### config.mk
export PLATFORM = sky130hd
export DESIGN_NAME = can_rx_mailbox
export DESIGN_NICKNAME = d
export VERILOG_FILES = /design/src/rtl/can_rxmb_pkg.sv /design/src/rtl/can_rxmb_status.sv /design/src/rtl/can_rxmb_words.sv /design/src/rtl/can_rxmb_rdmux.sv /design/src/rtl/can_rx_mailbox.sv
export SDC_FILE = /design/constraint.sdc
export NUM_CORES = 1
export LEC_CHECK = 0
export BUFFER_PORTS_ARGS = -buffer_cell sky130_fd_sc_hd__buf_2
export CORE_MARGIN = 5
export CORE_UTILIZATION = 35
export CTS_CLUSTER_SIZE = 14
export DETAILED_ROUTE_END_ITERATION = 8
export GPL_TIMING_DRIVEN = 1
export PLACE_DENSITY = 0.54
export SYNTH_ARGS = -nofsm -noshare
export SYNTH_HDL_FRONTEND = slang
export SYNTH_SLANG_ARGS = --single-unit
### constraint.sdc
create_clock -name clk -period 4.6 [get_ports clk]
set_clock_uncertainty 0.2 [all_clocks]
set_input_delay 0.69 -clock clk [delete_from_list [all_inputs] [get_ports clk]]
set_output_delay 0.69 -clock clk [all_outputs]
set_load 0.01 [all_outputs]
### src/rtl/can_rxmb_pkg.sv
package can_rxmb_pkg;

  localparam int WORD_W    = 32;
  localparam int NUM_WORDS = 4;
  localparam int ADDR_W    = $clog2(NUM_WORDS);
  localparam int ID_W      = 29;
  localparam int STD_ID_W  = 11;
  localparam int LEN_W     = 4;
  localparam int STAMP_W   = 16;
  localparam int NBYTES    = 8;
  localparam int DATA_W    = NBYTES * 8;
  localparam int DATA_WORDS = DATA_W / WORD_W;
  localparam int CODE_W    = 4;

  // bit positions inside word 0 and word 1
  localparam int CODE_LSB  = 24;
  localparam int SRR_POS   = 22;
  localparam int IDE_POS   = 21;
  localparam int RTR_POS   = 20;
  localparam int LEN_LSB   = 16;
  localparam int PRIO_LSB  = 29;
  localparam int PRIO_W    = WORD_W - PRIO_LSB;
  localparam int STD_PAD_W = ID_W - STD_ID_W;
  localparam int HDR_W     = 3 + LEN_W + STAMP_W;

  typedef enum logic [CODE_W-1:0] {
    MB_INACTIVE = 4'b0000,
    MB_EMPTY    = 4'b0100,
    MB_FULL     = 4'b0010,
    MB_OVERRUN  = 4'b0110
  } mb_code_e;

  typedef struct packed {
    logic [ID_W-1:0]    id;
    logic               ide;
    logic               rtr;
    logic               srr;
    logic [LEN_W-1:0]   len;
    logic [STAMP_W-1:0] stamp;
    logic [DATA_W-1:0]  data;
  } mb_frame_t;

  function automatic logic code_is_legal(input logic [CODE_W-1:0] c);
    return (c == MB_INACTIVE) || (c == MB_EMPTY) ||
           (c == MB_FULL)     || (c == MB_OVERRUN);
  endfunction

endpackage

### src/rtl/can_rxmb_status.sv
module can_rxmb_status
  import can_rxmb_pkg::*;
(
  input  logic              clk,
  input  logic              rst_n,
  input  logic              store_i,
  input  logic              csr_rd_i,
  input  logic              unlock_i,
  input  logic              code_wr_i,
  input  logic [CODE_W-1:0] code_wval_i,
  output mb_code_e          code_o,
  output logic              lock_o,
  output logic              srv_o
);

  mb_code_e code_q, code_d;
  logic     lock_q, lock_d;
  logic     srv_q, srv_d;
  logic     upd_en;

  assign upd_en = store_i | csr_rd_i | unlock_i | code_wr_i;

  always_comb begin
    code_d = code_q;
    lock_d = lock_q;
    srv_d  = srv_q;
    // lock and service tracking
    if (csr_rd_i) begin
      lock_d = 1'b1;
    end else if (unlock_i && lock_q) begin
      lock_d = 1'b0;
      srv_d  = 1'b1;
    end
    // automatic code step on an accepted frame
    if (store_i) begin
      srv_d = 1'b0;
      case (code_q)
        MB_EMPTY:   code_d = MB_FULL;
        MB_FULL,
        MB_OVERRUN: code_d = srv_q ? MB_FULL : MB_OVERRUN;
        default:    code_d = code_q;
      endcase
    end
    // CPU configuration wins over everything above
    if (code_wr_i) begin
      code_d = mb_code_e'(code_wval_i);
      if ((code_wval_i == MB_EMPTY) || (code_wval_i == MB_INACTIVE)) begin
        lock_d = 1'b0;
        srv_d  = 1'b0;
      end
    end
  end

  always_ff @(posedge clk or negedge rst_n) begin
    if (!rst_n) begin
      code_q <= MB_INACTIVE;
      lock_q <= 1'b0;
      srv_q  <= 1'b0;
    end else if (upd_en) begin
      code_q <= code_d;
      lock_q <= lock_d;
      srv_q  <= srv_d;
    end
  end

  assign code_o = code_q;
  assign lock_o = lock_q;
  assign srv_o  = srv_q;

endmodule

### src/rtl/can_rxmb_words.sv
module can_rxmb_words
  import can_rxmb_pkg::*;
(
  input  logic                                  clk,
  input  logic                                  rst_n,
  input  logic                                  store_i,
  input  mb_frame_t                             frame_i,
  input  logic [NUM_WORDS-1:0]                  cpu_we_i,
  input  logic [WORD_W-1:0]                     cpu_wdata_i,
  input  mb_code_e                              code_i,
  output logic [NUM_WORDS-1:0][WORD_W-1:0]      words_o
);

  // word 0 body: srr, ide, rtr, len, stamp
  logic [HDR_W-1:0]  hdr_q, hdr_d;
  logic              hdr_en;
  logic [WORD_W-1:0] idw_q, idw_d;
  logic              idw_en;
  logic [ID_W-1:0]   id_field;

  // header
  always_comb begin
    hdr_d = hdr_q;
    if (cpu_we_i[0]) begin
      hdr_d = {cpu_wdata_i[SRR_POS], cpu_wdata_i[IDE_POS], cpu_wdata_i[RTR_POS],
               cpu_wdata_i[LEN_LSB +: LEN_W], cpu_wdata_i[STAMP_W-1:0]};
    end else if (store_i) begin
      hdr_d = {frame_i.srr, frame_i.ide, frame_i.rtr, frame_i.len, frame_i.stamp};
    end
  end
  assign hdr_en = cpu_we_i[0] | store_i;

  always_ff @(posedge clk or negedge rst_n) begin
    if (!rst_n)      hdr_q <= '0;
    else if (hdr_en) hdr_q <= hdr_d;
  end

  // identifier word; priority is only written by the CPU
  assign id_field = frame_i.ide ? frame_i.id
                                : {frame_i.id[STD_ID_W-1:0], {STD_PAD_W{1'b0}}};

  always_comb begin
    idw_d = idw_q;
    if (cpu_we_i[1])  idw_d = cpu_wdata_i;
    else if (store_i) idw_d = {idw_q[WORD_W-1 -: PRIO_W], id_field};
  end
  assign idw_en = cpu_we_i[1] | store_i;

  always_ff @(posedge clk or negedge rst_n) begin
    if (!rst_n)      idw_q <= '0;
    else if (idw_en) idw_q <= idw_d;
  end

  assign words_o[0] = {4'b0000, code_i, 1'b0, hdr_q};
  assign words_o[1] = idw_q;

  // payload words, lower byte index in the upper bits
  for (genvar k = 0; k < DATA_WORDS; k++) begin : g_data
    logic [WORD_W-1:0] dw_q, dw_d;
    logic              dw_en;

    always_comb begin
      dw_d = dw_q;
      if (cpu_we_i[2+k]) dw_d = cpu_wdata_i;
      else if (store_i)  dw_d = frame_i.data[DATA_W-1-WORD_W*k -: WORD_W];
    end
    assign dw_en = cpu_we_i[2+k] | store_i;

    always_ff @(posedge clk or negedge rst_n) begin
      if (!rst_n)     dw_q <= '0;
      else if (dw_en) dw_q <= dw_d;
    end

    assign words_o[2+k] = dw_q;
  end

endmodule

### src/rtl/can_rxmb_rdmux.sv
module can_rxmb_rdmux
  import can_rxmb_pkg::*;
(
  input  logic [ADDR_W-1:0]                addr_i,
  input  logic [NUM_WORDS-1:0][WORD_W-1:0] words_i,
  output logic [WORD_W-1:0]                rdata_o
);

  always_comb begin
    rdata_o = '0;
    for (int i = 0; i < NUM_WORDS; i++) begin
      if (addr_i == ADDR_W'(i)) rdata_o = words_i[i];
    end
  end

endmodule

### src/rtl/can_rx_mailbox.sv
module can_rx_mailbox
  import can_rxmb_pkg::*;
(
  input  logic                  clk,
  input  logic                  rst_n,
  input  logic                  mi_valid,
  input  logic [ID_W-1:0]       mi_id,
  input  logic                  mi_ide,
  input  logic                  mi_rtr,
  input  logic                  mi_srr,
  input  logic [LEN_W-1:0]      mi_len,
  input  logic [STAMP_W-1:0]    mi_stamp,
  input  logic [DATA_W-1:0]     mi_data,
  output logic                  mi_busy,
  input  logic                  cpu_sel,
  input  logic                  cpu_wr,
  input  logic [ADDR_W-1:0]     cpu_addr,
  input  logic [WORD_W-1:0]     cpu_wdata,
  output logic [WORD_W-1:0]     cpu_rdata,
  input  logic                  cpu_unlock
);

  // reset: asserted asynchronously, released on a clock edge
  logic [1:0] rst_sync_q;
  logic       rst_n_s;

  always_ff @(posedge clk or negedge rst_n) begin
    if (!rst_n) rst_sync_q <= 2'b00;
    else        rst_sync_q <= {rst_sync_q[0], 1'b1};
  end
  assign rst_n_s = rst_sync_q[1];

  mb_code_e                         st_code;
  logic                             st_lock;
  logic                             st_srv;
  logic                             csr_rd;
  logic                             code_wr;
  logic [CODE_W-1:0]                code_wval;
  logic                             do_store;
  logic [NUM_WORDS-1:0]             cpu_we;
  logic [NUM_WORDS-1:0][WORD_W-1:0] words;
  mb_frame_t                        frame;

  for (genvar w = 0; w < NUM_WORDS; w++) begin : g_we
    assign cpu_we[w] = cpu_sel & cpu_wr & (cpu_addr == ADDR_W'(w));
  end

  assign csr_rd    = cpu_sel & ~cpu_wr & (cpu_addr == '0);
  assign code_wval = cpu_wdata[CODE_LSB +: CODE_W];
  assign code_wr   = cpu_we[0] & code_is_legal(code_wval);
  assign mi_busy   = st_lock | code_wr;
  assign do_store  = mi_valid & ~mi_busy & (st_code != MB_INACTIVE);

  assign frame = '{id: mi_id, ide: mi_ide, rtr: mi_rtr, srr: mi_srr,
                   len: mi_len, stamp: mi_stamp, data: mi_data};

  can_rxmb_status u_status (
    .clk         (clk),
    .rst_n       (rst_n_s),
    .store_i     (do_store),
    .csr_rd_i    (csr_rd),
    .unlock_i    (cpu_unlock),
    .code_wr_i   (code_wr),
    .code_wval_i (code_wval),
    .code_o      (st_code),
    .lock_o      (st_lock),
    .srv_o       (st_srv)
  );

  can_rxmb_words u_words (
    .clk         (clk),
    .rst_n       (rst_n_s),
    .store_i     (do_store),
    .frame_i     (frame),
    .cpu_we_i    (cpu_we),
    .cpu_wdata_i (cpu_wdata),
    .code_i      (st_code),
    .words_o     (words)
  );

  can_rxmb_rdmux u_rdmux (
    .addr_i  (cpu_addr),
    .words_i (words),
    .rdata_o (cpu_rdata)
  );

endmodule

======== Yosys cells after proc, flatten, opt, wreduce, memory -nomap -nowiden ========
Index checks and enable logic that the tools add are counted.
word-level totals
  bits of input ports ..................... 156
  bits in registers ....................... 127
  output and inout port bits .............. 33
  logic and storage cells ................. 84
operators by class
  multiplexer cells ....................... 26
  bitwise gates (word level) .............. 20
  reduce and logical (&&, ||, !) cells .... 20
  eq/ne operators ......................... 9
operators with widths
  cell                                            count
  2-to-1 mux 32 bit                               8
  2-to-1 mux 29 bit                               2
  2-to-1 mux 23 bit                               2
  2-to-1 mux 28 bit                               1
  == test 4 x 3 -> 1 bit (second input constant)  4
  AND 1 bit                                       10
  AND reduction 2 bit                             5
  nonzero test 2 bit                              5
  2-to-1 mux 1 bit                                9
  == test 4 x 2 -> 1 bit (second input constant)  2
  2-to-1 mux 4 bit                                2
  OR 1 bit                                        8
  case mux 4 bit (2 select lines)                 1
  == test 2 bit (second input constant)           2
  logical NOT 4 bit                               1
  nonzero test 4 bit                              1
  logical OR 1 bit                                3
  2-to-1 mux 3 bit                                1
  AND reduction 3 bit                             1
  nonzero test 3 bit                              1
  == test 2 x 1 -> 1 bit (second input constant)  1
  logical NOT 2 bit                               1
  inverter 1 bit                                  2
  OR reduction 2 bit                              1
  logical AND 1 bit                               1

======== Longest topological paths before layout ========
Gate-level depths: netlist of the first run.
  depth after elaboration ................. 13
  gate-level depth with buffers ........... 8
  depth with buffers taken out ............ 4

======== Modules after synthesis ========
Synthesis of the first run repeated with hierarchy kept, for this count alone.
second synthesis, totals
  cell total of the unflattened synthesis .. 632
  area total of the unflattened synthesis .. 6957.9 um2
by module, submodules not included
  module           sequential area each (um2)  cells each  times used  area each (um2)
  can_rxmb_words   2977.9                      555         1           5733.0
  can_rxmb_rdmux   0.0                         39          1           814.5
  can_rxmb_status  150.1                       22          1           267.8
  can_rx_mailbox   50.0                        16          1           142.6

======== Worst setup path before layout of the first run ========
OpenSTA, ideal clock, no wires.
  path type ............................... input -> output
  start ................................... in cpu_addr[0]
  end ..................................... out mi_busy
  required time ........................... 3710 ps
  arrival ................................. 1741 ps
  slack ................................... 1969 ps
  buffers on the path ..................... 2
  stages .................................. 5
  cells stage by stage .................... buf_2 -> and4bb_2 -> clkbuf_1 -> nand2_1 -> nand2b_1
between the ends
  cells in the longest elaborated chain, start to end .. 4
RTL lines
  what                line                  RTL
  start: declaration  can_rx_mailbox.sv:17  input logic [ADDR_W-1:0] cpu_addr,
  logical NOT 2 bit   can_rx_mailbox.sv:45  assign cpu_we[w] = cpu_sel & cpu_wr & (cpu_addr == ADDR_W'(w));
  AND 1 bit           can_rx_mailbox.sv:45
  AND 1 bit           can_rx_mailbox.sv:50  assign code_wr = cpu_we[0] & code_is_legal(code_wval);
  OR 1 bit            can_rx_mailbox.sv:51  assign mi_busy = st_lock | code_wr;
  end: declaration    can_rx_mailbox.sv:14  output logic mi_busy,
Every way passes these cells.

======== Final worst setup path of the first run ========
Ends and elaborated chain as after synthesis.

==> key figures, run 1 <==
Floorplan
  • Ports: 189
  • Site row count: 50
  • Die width: between 100 and 150 um
  • Die area: 21900 um2
  • Initial Util: between 30% and 40%
  • Die Y: 148 um
  • Core footprint: about 19000 um2

Finish
  • Final nets: 923
  • Layout cells sized above 1: 35.9%
  • Area Growth Syn to Fin: 25.5%
  • Non-Filler Cell Area, Final: 8380 um2

Timing
  • Peak Freq: 305 MHz
  • Period utilization: a little under three quarters
  • Pin slew with the least headroom to its limit: 1.06 ns
  • Setup-failing EPs final: 0
  • RSZ-0062 raised after global routing: no
  • Max-slew headroom: 28.9%
  • Tmin final: 3.28 ns
  • Final Slew Violations: 0
  • Final Hold Fails: 0
  • Setup Total Neg Slack: 0 ns

Synthesis
  • Share of the synthesized area in the top cell type: 47.6%
  • Post-Syn Instances: between 500 and 600
  • Ys Warns: 0
  • Sequential area share after synthesis: a little under half
  • Synth cell types: 33
  • Mapped cell area: 6680 um2
  • Post-Syn Nets: 750
  • Post-synth top area cell: dfrtp_1
  • Mean post-synth cell area: 11.2 um2
  • Seq cells post-synth: 127
  • Top post-synthesis cells by area: dfrtp_1, mux2i_1, mux4_2

CTS
  • TritonCTS buffer count: 17
  • Clock Latency Late Sink: 0.41 ns
  • Root Buffer: clkbuf_16
  • H-tree levels: 4
  • Clock-pin slew on the worst setup and hold paths: approximately 0.060 ns
  • Clock net sink count: 127
  • CTS tree: built
  • Clk buf depth: 2

Global route
  • Largest net degree at the start of global routing: 53
  • Total gr overflow: 0
  • First-pass GRT wire length: 33.0 mm
  • Vias in the first global route: ~6000
  • GRT Util Overall: between 10% and 20%
  • Initial antenna violation count: 2

Pwr
  • PD cells: slightly above 400 nW/um2
  • LEAKAGE: about 0.0039 uW
  • Worst vdd ir: 248 uV

Critical path
  • CP startpoint: cpu_addr[0]
  • Crit Path Max Fanout: 48
  • CP Class: primary input to output pin
  • CP endpoint kind: output pin
  • Arr. time, crit path: 2.39 ns
  • Startpoint Class: primary input
  • Critical path required time: 3.71 ns
  • Reg2reg start: u_status.lock_o$_DFFE_PN0P_

Route
  • # DRC: 0
  • Routed wire length: 21.1 mm
  • Drt first-iter violations: 228
  • DR pass1 iterations: 4
  • Vias: 5398
  • DR WL/cell: 20.8 um
  • Vias per inst: between 5 and 6
  • Post-route ant nets: 0

Placed design
  • GP Congestion: 0.800
  • DP Area: 7770 um2
  • IO Port Bufs: 188
  • HPWL Detailed: 15.3 mm

Job
  • Max cap viols: 0

Hold path
  • Min-Delay Path Class: flip-flop to async pin

Outcome
  • Status: completed
-- cell usage after synthesis (all sizes together) --
library cell	instances
a211oi	1
a21oi	67
a221o	18
a22o	5
a31oi	2
and2	2
and2b	1
and3	2
and4bb	1
buf	24
clkbuf	24
conb	1
dfrtp	127
mux2	16
mux2i	98
mux4	27
nand2	44
nand2b	3
nand3	2
nand4	1
nand4b	2
nor2	69
nor2b	1
nor3	1
nor3b	18
nor4	1
o21ai	34
o31ai	1
or4b	1
-- state kept, by name (all words and copies together), names as in the netlist --
| name | flops |
|---|---|
| u_status.srv_o | 1 |
| u_status.lock_o | 1 |
| u_words.idw_q | 32 |
| rst_sync_q | 2 |
| u_status.code_o | 4 |
| u_words.hdr_q | 23 |
| u_words.g_data.dw_q | 64 |
-- worst paths after layout --
check | endpoint | slack [ns] | cells after the start
min in group clk | rst_sync_q[1]$_DFF_PN0_ | 0.15 | 0
min reg2reg | u_words.g_data[1].dw_q[17]$_DFFE_PN0P_ | 0.09 | 0
min | u_words.g_data[1].dw_q[17]$_DFFE_PN0P_ | 0.09 | 0
max | mi_busy | 1.32 | 6
max reg2reg | u_words.idw_q[8]$_DFFE_PN0P_ | 2.15 | 5
max in group asynchronous | u_words.g_data[1].dw_q[0]$_DFFE_PN0P_ | 3.05 | 1
-- worst max-delay path: stages --
cell and delay (ns):
buf_2 0.28, and4bb_2 0.43, buf_4 0.44, nand2_1 0.25
nand2b_1 0.14, buf_2 0.14
-- cells by family (layout without fill, tap and decap cells) --
logic type	count (synthesis)	count (layout)	synth area share [%]
DFF	127	127	47.6
and+or+nand+nor	149	149	10.3
buffers and inverters	48	234	3.95
other	1	2	0.0562
AOI/OAI and AO/OA	128	128	11.5
muxes	141	141	26.5
-- metal layers --
| layer | global-route usage (%) | wire length [um] | vias up | share of wire (%) |
|---|---|---|---|---|
| li1 | - | - | 2521 | - |
| met1 | 26.1 | 9370 | 2666 | 44 |
| met2 | 31.1 | 10000 | 177 | 47 |
| met3 | 4.63 | 1370 | 30 | 6.5 |
| met4 | 6.42 | 345 | 4 | 1.6 |
| met5 | 0 | 14 | - | 0.066 |
-- layout make-up --
| class | instances | area [um2] |
|---|---|---|
| Antenna cell | 1 | 2.50 |
| Clock inverter | 10 | 136 |
| Timing Repair Buffer | 202 | 1060 |
| Sequential cell | 127 | 3180 |
| Multi-Input combinational cell | 419 | 3240 |
| Tap cell | 234 | 293 |
| Fill cell | 1810 | 10400 |
| Clock buffer | 22 | 464 |
-- layout by cell type (no fill, tap or decap), drive strengths merged, types with 3 or more instances in the layout --
| cell | netlist | layout |
|---|---|---|
| a21oi | 67 | 67 |
| nand2b | 3 | 3 |
| mux4 | 27 | 27 |
| a221o | 18 | 18 |
| buf | 24 | 201 |
| nor2 | 69 | 69 |
| clkinvlp | 0 | 3 |
| mux2 | 16 | 16 |
| dfrtp | 127 | 127 |
| mux2i | 98 | 98 |
| nor3b | 18 | 18 |
| a22o | 5 | 5 |
| clkbuf | 24 | 22 |
| clkinv | 0 | 4 |
| nand2 | 44 | 44 |
| o21ai | 34 | 34 |
| bufinv | 0 | 3 |
-- metrics by stage --
| stage | hold WS, ns | utilization [%] | total power, uW | cells | setup slack [ns] |
|---|---|---|---|---|---|
| 2_1_floorplan | 0.131 | - | 1820 | 594 | 0.600 |
| 3_5_place_dp | 0.106 | 41.4 | 2080 | 981 | 1.26 |
| 3_3_place_gp | 0.103 | 41.4 | 2060 | 981 | 1.29 |
| 5_1_grt | 0.144 | 44.6 | 3590 | 1014 | 1.13 |
| 4_1_cts | 0.110 | 44.6 | 3470 | 1014 | 1.26 |
| 6_report | 0.0920 | 44.7 | 3430 | 1015 | 1.32 |
-- what timing repair did --
action	CTS	global route
setup endpoints to repair	0	0
hold buffers	1	0
endpoints found under the hold margin	2	0
resized for setup	0	0
setup buffers	0	0
-- where the power goes --
part	switching, uW	total, uW	internal [uW]	leakage (uW)
sequential	102	1390	1290	0.00151
clock	496	1370	879	0.000286
combinational	319	659	340	0.00210
No activity file was read; power rests on OpenSTA's default activity.
==> inputs of run 2 (changes only) <==
- clock period: 4.6 -> 3.3 ns (I/O delays scaled with it)
==> key figures, run 2 (synthesis gave the netlist of run 1 again) <==
Outcome
  • Status: completed

Finish
  • Multi-input logic area: 3240 um2 (unchanged)
  • Area Growth Syn to Fin: 27.5%
  • Largest reg by FF count: u_words.g_data.dw_q
  • # fillers: 1790 (-1.1%)
  • Register area: 3180 um2 (unchanged)
  • Top flop regs: u_words.g_data.dw_q x64, u_words.idw_q x32, u_words.hdr_q x23
  • Final nets: 924 (+0.11%)
  • Commonest non-fill, non-tap cell in the layout: buf_2
  • Layout cells sized above 1: 36.4% (+0.47 points)
  • Largest register FFs: 64 (unchanged)
  • Non-Filler Cell Area, Final: 8510 um2 (+1.6%)
  • Most frequent cells in the layout: buf_2, dfrtp_1, mux2i_1

Global route
  • GRT Util Overall: 19.8% (+0.38 points)
  • Total gr overflow: 0 (unchanged)
  • First-pass GRT wire length: 33.3 mm (+0.79%)
  • Initial antenna violation count: 3 (+1)
  • Vias in the first global route: 5785 (-0.74%)
  • Largest net degree at the start of global routing: 95 (+79%)

Timing
  • Final Slew Violations: 0 (unchanged)
  • Pin slew with the least headroom to its limit: 0.888 ns (-0.176 ns)
  • Final Hold Fails: 0 (unchanged)
  • Tmin final: 2.66 ns
  • Period utilization: 80.6%
  • Setup Total Neg Slack: 0 ns (unchanged)
  • RSZ-0062 raised after global routing: no
  • Setup-failing EPs final: 0 (unchanged)
  • Max-slew headroom: 40.8% (+12 points)
  • Peak Freq: 376 MHz

Critical path
  • WP depth: 6 (unchanged)
  • Critical R2R Capture: u_words.idw_q[14]$_DFFE_PN0P_
  • Critical path required time: 2.60 ns (-1.11 ns)
  • Reg2Reg Depth: 5 (unchanged)
  • Crit Path Max Fanout: 48 (unchanged)
  • CP endpoint kind: output pin
  • CP peak stage delay: 0.42 ns (-0.02 ns)
  • Reg2reg start: u_status.lock_o$_DFFE_PN0P_
  • CP Class: primary input to output pin
  • Cell family with most CP delay: simple AND/OR/NAND/NOR gates
  • R2R Setup Slk: 0.94 ns (-1.21 ns)
  • Bufs and invs on worst path: 3 (unchanged)
  • Startpoint Class: primary input
  • Slowest cell on crit path: buf_4
  • Arr. time, crit path: 1.97 ns (-0.42 ns)
  • CP startpoint: cpu_addr[0]
  • Cell mode on critical path: buf_2
  • Worst path cell trace: buf_2, and4bb_2, buf_4, nand2_1, nand2b_1, buf_2
  • Crit path to: mi_busy

Route
  • Vias per inst: 5.28 (-0.75%)
  • DR pass1 iterations: 5 (+1)
  • Post-route ant nets: 0 (unchanged)
  • Routed wire length: 21.2 mm (+0.29%)
  • Vias: 5363 (-0.65%)
  • DR WL/cell: 20.9 um (+0.19%)
  • # DRC: 0 (unchanged)
  • Drt first-iter violations: 299 (+31%)

Pwr
  • PD cells: 592 nW/um2 (+45%)
  • Sw Ratio: 25.8% (-0.96 points)
  • Int Pwr: 3740 uW (+49%)
  • Sequential Power Share: 38.7% (-2.0 points)
  • Clk network pwr share: 43.0% (+2.9 points)
  • Power Total: 5040 uW (+47%)
  • LEAKAGE: 0.00395 uW (+1.5%)
  • Comb power frac: 18.3% (-0.9 points)
  • Worst vdd ir: 338 uV (+36%)
  • P_sw: 1300 uW (+42%)

CTS
  • TritonCTS buffer count: 17 (unchanged)
  • Root Buffer: clkbuf_16
  • Clock Latency Late Sink: 0.41 ns (about the same)
  • Clock net sink count: 127 (unchanged)
  • CTS resizes: 0 (unchanged)
  • H-tree levels: 4 (unchanged)
  • CTS tree: built
  • Clk buf depth: 2 (unchanged)
  • Clock-pin slew on the worst setup and hold paths: 0.06 ns (about the same)

Hold path
  • Min-Delay Path Class: primary input to flip-flop

Floorplan
  • Die area: 21900 um2 (unchanged)
  • Site row count: 50 (unchanged)
  • Initial Util: 35.6% (unchanged)
  • Core footprint: 18800 um2 (unchanged)
  • Die Y: 148 um (unchanged)
  • Die width: 148 um (unchanged)
  • Ports: 189 (unchanged)

Placed design
  • DP Area: 7810 um2 (+0.58%)
  • IO Port Bufs: 188 (unchanged)
  • GP Congestion: 0.868 (+8.6%)
  • HPWL Detailed: 15.0 mm (-2.2%)

Job
  • Max cap viols: 0 (unchanged)
[run 2: area by class of cell]
type                    instances  area share, %
repair buffers                203           13.0
well taps                     234           3.44
clock inverters                13           2.75
clock buffers                  19           5.32
diodes                          1         0.0294
flip-flops and latches        127           37.4
multi-input cells             419           38.1
[run 2: worst min-delay path: stages]
cell and delay (ns):
buf_2 0.10, nand2_1 0.05, nand2_1 0.05
[run 2: what timing repair did]
item	in CTS	in global routing
hold endpoints to repair	2	0
buffers inserted	0	0
hold buffers	1	0
[run 2: worst min-delay path by stage]
stage                        startpoint                       endpoint  cells past startpoint
after floorplan                   rst_n        rst_sync_q[0]$_DFF_PN0_                      0
after global placement            rst_n        rst_sync_q[0]$_DFF_PN0_                      1
after detailed placement          rst_n        rst_sync_q[0]$_DFF_PN0_                      1
after CTS                 cpu_wdata[29]  u_words.idw_q[29]$_DFFE_PN0P_                      3
after global routing          mi_id[11]  u_words.idw_q[11]$_DFFE_PN0P_                      2
final                     cpu_wdata[29]  u_words.idw_q[29]$_DFFE_PN0P_                      3
[run 2: layer usage]
metal / wire length [um] / global-route usage, % / up-vias
met5: 19 / 0 / -
met4: 307 / 5.91 / 4
met3: 1220 / 4.02 / 23
met2: 10200 / 31.2 / 195
met1: 9490 / 27.7 / 2613
li1: - / - / 2528
[run 2: metrics by stage]
step | setup slack (ns) | instances | utilization (%) | hold WS (ns)
2_1_floorplan | 0.984 | 594 | - | -0.000591
3_3_place_gp | 0.650 | 982 | 41.6 | 0.0815
3_5_place_dp | 0.591 | 982 | 41.6 | 0.0860
4_1_cts | 0.589 | 1015 | 45.3 | 0.0933
5_1_grt | 0.508 | 1016 | 45.4 | 0.111
6_report | 0.639 | 1016 | 45.4 | 0.114
[run 2: power groups by stage]
| stage | combinational [uW] | sequential [uW] | clock, uW |
|---|---|---|---|
| global route | 1020 | 1980 | 2280 |
| finish | 925 | 1950 | 2170 |
| CTS | 942 | 1950 | 2210 |
| detailed placement | 937 | 1980 | 0 |
| global placement | 916 | 1960 | 0 |
| floorplan | 605 | 1930 | 0 |
==> inputs of run 3 (changes only) <==
- ABC_AREA: not set -> 1
- clock period: 3.3 -> 2.74 ns (I/O delays scaled with it)
==> key figures, run 3 <==
Hold path
  • Hold path start: cpu_unlock
  • Hold Path Depth: 3 (unchanged)
  • Hold EP: u_status.srv_o$_DFFE_PN0P_
  • Min-Delay Path Class: primary input to flip-flop

Synthesis
  • Post-synth top area cell: dfrtp_1
  • Main synth FF type: dfrtp_1
  • Share of the synthesized area in the top cell type: 43.6% (-4.0 points)
  • Sequential area share after synthesis: 43.6% (-4.0 points)
  • Seq cells post-synth: 127 (unchanged)
  • Post-Syn Nets: 1225 (+63%)
  • Synth cell types: 23 (-30%)
  • Commonest cells post-synth: nand2_1, nand3_1, dfrtp_1
  • Mean post-synth cell area: 6.81 um2 (-39%)
  • Post-synth EDFFs: 0 (unchanged)
  • Mapped cell area: 7280 um2 (+9.1%)
  • Asr flop ratio synth: 100% (unchanged)
  • Count leader, synth: nand2_1
  • Post-Syn Instances: 1069 (+80%)
  • Ys Warns: 0 (unchanged)
  • Top post-synthesis cells by area: dfrtp_1, nand2_1, nand3_1

Timing
  • Tmin final: 2.16 ns
  • Peak Freq: 463 MHz
  • Pin slew with the least headroom to its limit: 0.616 ns (-0.272 ns)
  • Period utilization: 78.8%
  • Setup-failing EPs final: 0 (unchanged)
  • Setup Total Neg Slack: 0 ns (unchanged)
  • Final Slew Violations: 0 (unchanged)
  • RSZ-0062 raised after global routing: no
  • Max-slew headroom: 58.8% (+18 points)
  • Final Hold Fails: 0 (unchanged)

CTS
  • Clk buf depth: 2 (unchanged)
  • Clock Latency Late Sink: 0.41 ns (about the same)
  • TritonCTS buffer count: 17 (unchanged)
  • CTS tree: built
  • Root Buffer: clkbuf_16
  • Clock-pin slew on the worst setup and hold paths: 0.06 ns (about the same)
  • H-tree levels: 4 (unchanged)
  • Clock net sink count: 127 (unchanged)

Floorplan
  • Core footprint: 20400 um2 (+8.5%)
  • Die Y: 154 um (+4.1%)
  • Ports: 189 (unchanged)
  • Initial Util: 35.8% (+0.19 points)
  • Die area: 23800 um2 (+8.5%)
  • Die width: 154 um (+4.1%)
  • Site row count: 52 (+4.0%)

Route
  • Post-route ant nets: 0 (unchanged)
  • # DRC: 0 (unchanged)
  • Drt first-iter violations: 582 (+95%)
  • DR WL/cell: 16.7 um (-20%)
  • Routed wire length: 25.3 mm (+19%)
  • Vias per inst: 4.97 (-5.8%)
  • DR pass1 iterations: 5 (unchanged)
  • Vias: 7526 (+40%)

Global route
  • Largest net degree at the start of global routing: 82 (-14%)
  • Vias in the first global route: 7409 (+28%)
  • GRT Util Overall: 21.1% (+1.3 points)
  • Initial antenna violation count: 3 (unchanged)
  • Total gr overflow: 0 (unchanged)
  • First-pass GRT wire length: 40.2 mm (+21%)

Finish
  • Layout cells sized above 1: 21.1% (-15 points)
  • Multi-input logic area: 3550 um2 (+9.4%)
  • Final nets: 1384 (+50%)
  • Register area: 3180 um2 (unchanged)
  • Top flop regs: u_words.g_data.dw_q x64, u_words.idw_q x32, u_words.hdr_q x23
  • Non-Filler Cell Area, Final: 9150 um2 (+7.5%)
  • Commonest non-fill, non-tap cell in the layout: nand2_1
  • # fillers: 2152 (+20%)
  • Area Growth Syn to Fin: 25.7%
  • Largest register FFs: 64 (unchanged)
  • Most frequent cells in the layout: nand2_1, buf_2, nand3_1
  • Largest reg by FF count: u_words.g_data.dw_q

Critical path
  • R2R Setup Slk: 0.79 ns (-0.15 ns)
  • Startpoint Class: primary input
  • Crit Path Max Fanout: 20 (-58%)
  • Reg2Reg Depth: 8 (+3)
  • Reg2reg start: u_status.code_o[1]$_DFFE_PN0P_
  • CP Class: primary input to output pin
  • Critical path required time: 2.13 ns (-0.47 ns)
  • CP endpoint kind: output pin
  • Arr. time, crit path: 1.55 ns (-0.42 ns)
  • CP startpoint: cpu_addr[0]
  • Critical R2R Capture: u_words.g_data[1].dw_q[6]$_DFFE_PN0P_

Pwr
  • PD cells: 903 nW/um2 (+52%)
  • Worst vdd ir: 375 uV (+11%)
  • LEAKAGE: 0.00508 uW (+29%)

Placed design
  • HPWL Detailed: 17.5 mm (+17%)
  • DP Area: 8480 um2 (+8.6%)
  • GP Congestion: 0.875 (+0.75%)
  • IO Port Bufs: 188 (unchanged)

Outcome
  • Status: completed

Job
  • Max cap viols: 0 (unchanged)
-- run 3: through the flow --
| stage | hold WS [ns] | cells | setup slack (ns) | util [%] | power (uW) |
|---|---|---|---|---|---|
| final | 0.0809 | 1513 | 0.581 | 44.9 | 8260 |
| after global routing | 0.0991 | 1512 | 0.523 | 44.9 | 8880 |
| after CTS | 0.0688 | 1511 | 0.560 | 44.9 | 8340 |
| after detailed placement | -0.00110 | 1478 | 0.543 | 41.7 | 5760 |
| after global placement | -0.00165 | 1478 | 0.551 | 41.7 | 5730 |
| after floorplan | -0.0846 | 1069 | 0.424 | - | 4840 |
-- run 3: how the worst max path moves through the flow --
stage	end	cells after the start
2_1_floorplan	u_status.code_o[0]$_DFFE_PN0P_	0
3_3_place_gp	u_words.hdr_q[14]$_DFFE_PN0P_	9
3_5_place_dp	u_words.g_data[1].dw_q[22]$_DFFE_PN0P_	9
4_1_cts	cpu_rdata[25]	7
5_1_grt	cpu_rdata[25]	7
6_report	cpu_rdata[25]	7
-- run 3: per-layer routing --
layer | GRT usage, % | share of wire, % | routed length (um) | vias up
li1 | - | - | - | 3771
met1 | 29.3 | 45 | 11500 | 3456
met2 | 33.0 | 45 | 11500 | 266
met3 | 5.11 | 7.5 | 1900 | 29
met4 | 6.14 | 1.5 | 371 | 4
met5 | 0 | 0.11 | 27 | -
-- run 3: cell families (layout without fill, tap and decap cells) --
logic type / Yosys count / after routing / synth area share (%)
DFF: 127 / 127 / 43.6
buffers and inverters: 132 / 304 / 7.96
other: 1 / 3 / 0.0515
and+or+nand+nor: 670 / 670 / 38.6
AOI/OAI and AO/OA: 139 / 139 / 9.76
-- run 3: what timing repair did --
item                      CTS  global route
hold buffers                1             0
hold endpoints to repair    2             0
resized for setup           0             0
setup buffers               0             0
-- run 3: worst max-delay path, stage by stage --
cell and delay, ns:
buf_2 0.16, inv_2 0.07, nor2_4 0.15, buf_4 0.31, nand2_1 0.13, o2111ai_1 0.13, buf_2 0.17
-- run 3: area by class of cell --
cell class | count | area share, %
well taps | 270 | 3.69
repair buffers | 216 | 13.3
clock buffers | 22 | 5.18
inverters | 56 | 2.30
flip-flops and latches | 127 | 34.8
multi-input cells | 810 | 38.7
clock inverters | 10 | 2.00
diodes | 2 | 0.0547
-- run 3: power breakdown --
group | total [uW] | internal [uW] | switching (uW)
sequential | 3190 | 2720 | 471
combinational | 2540 | 972 | 1560
clock | 2530 | 1690 | 848
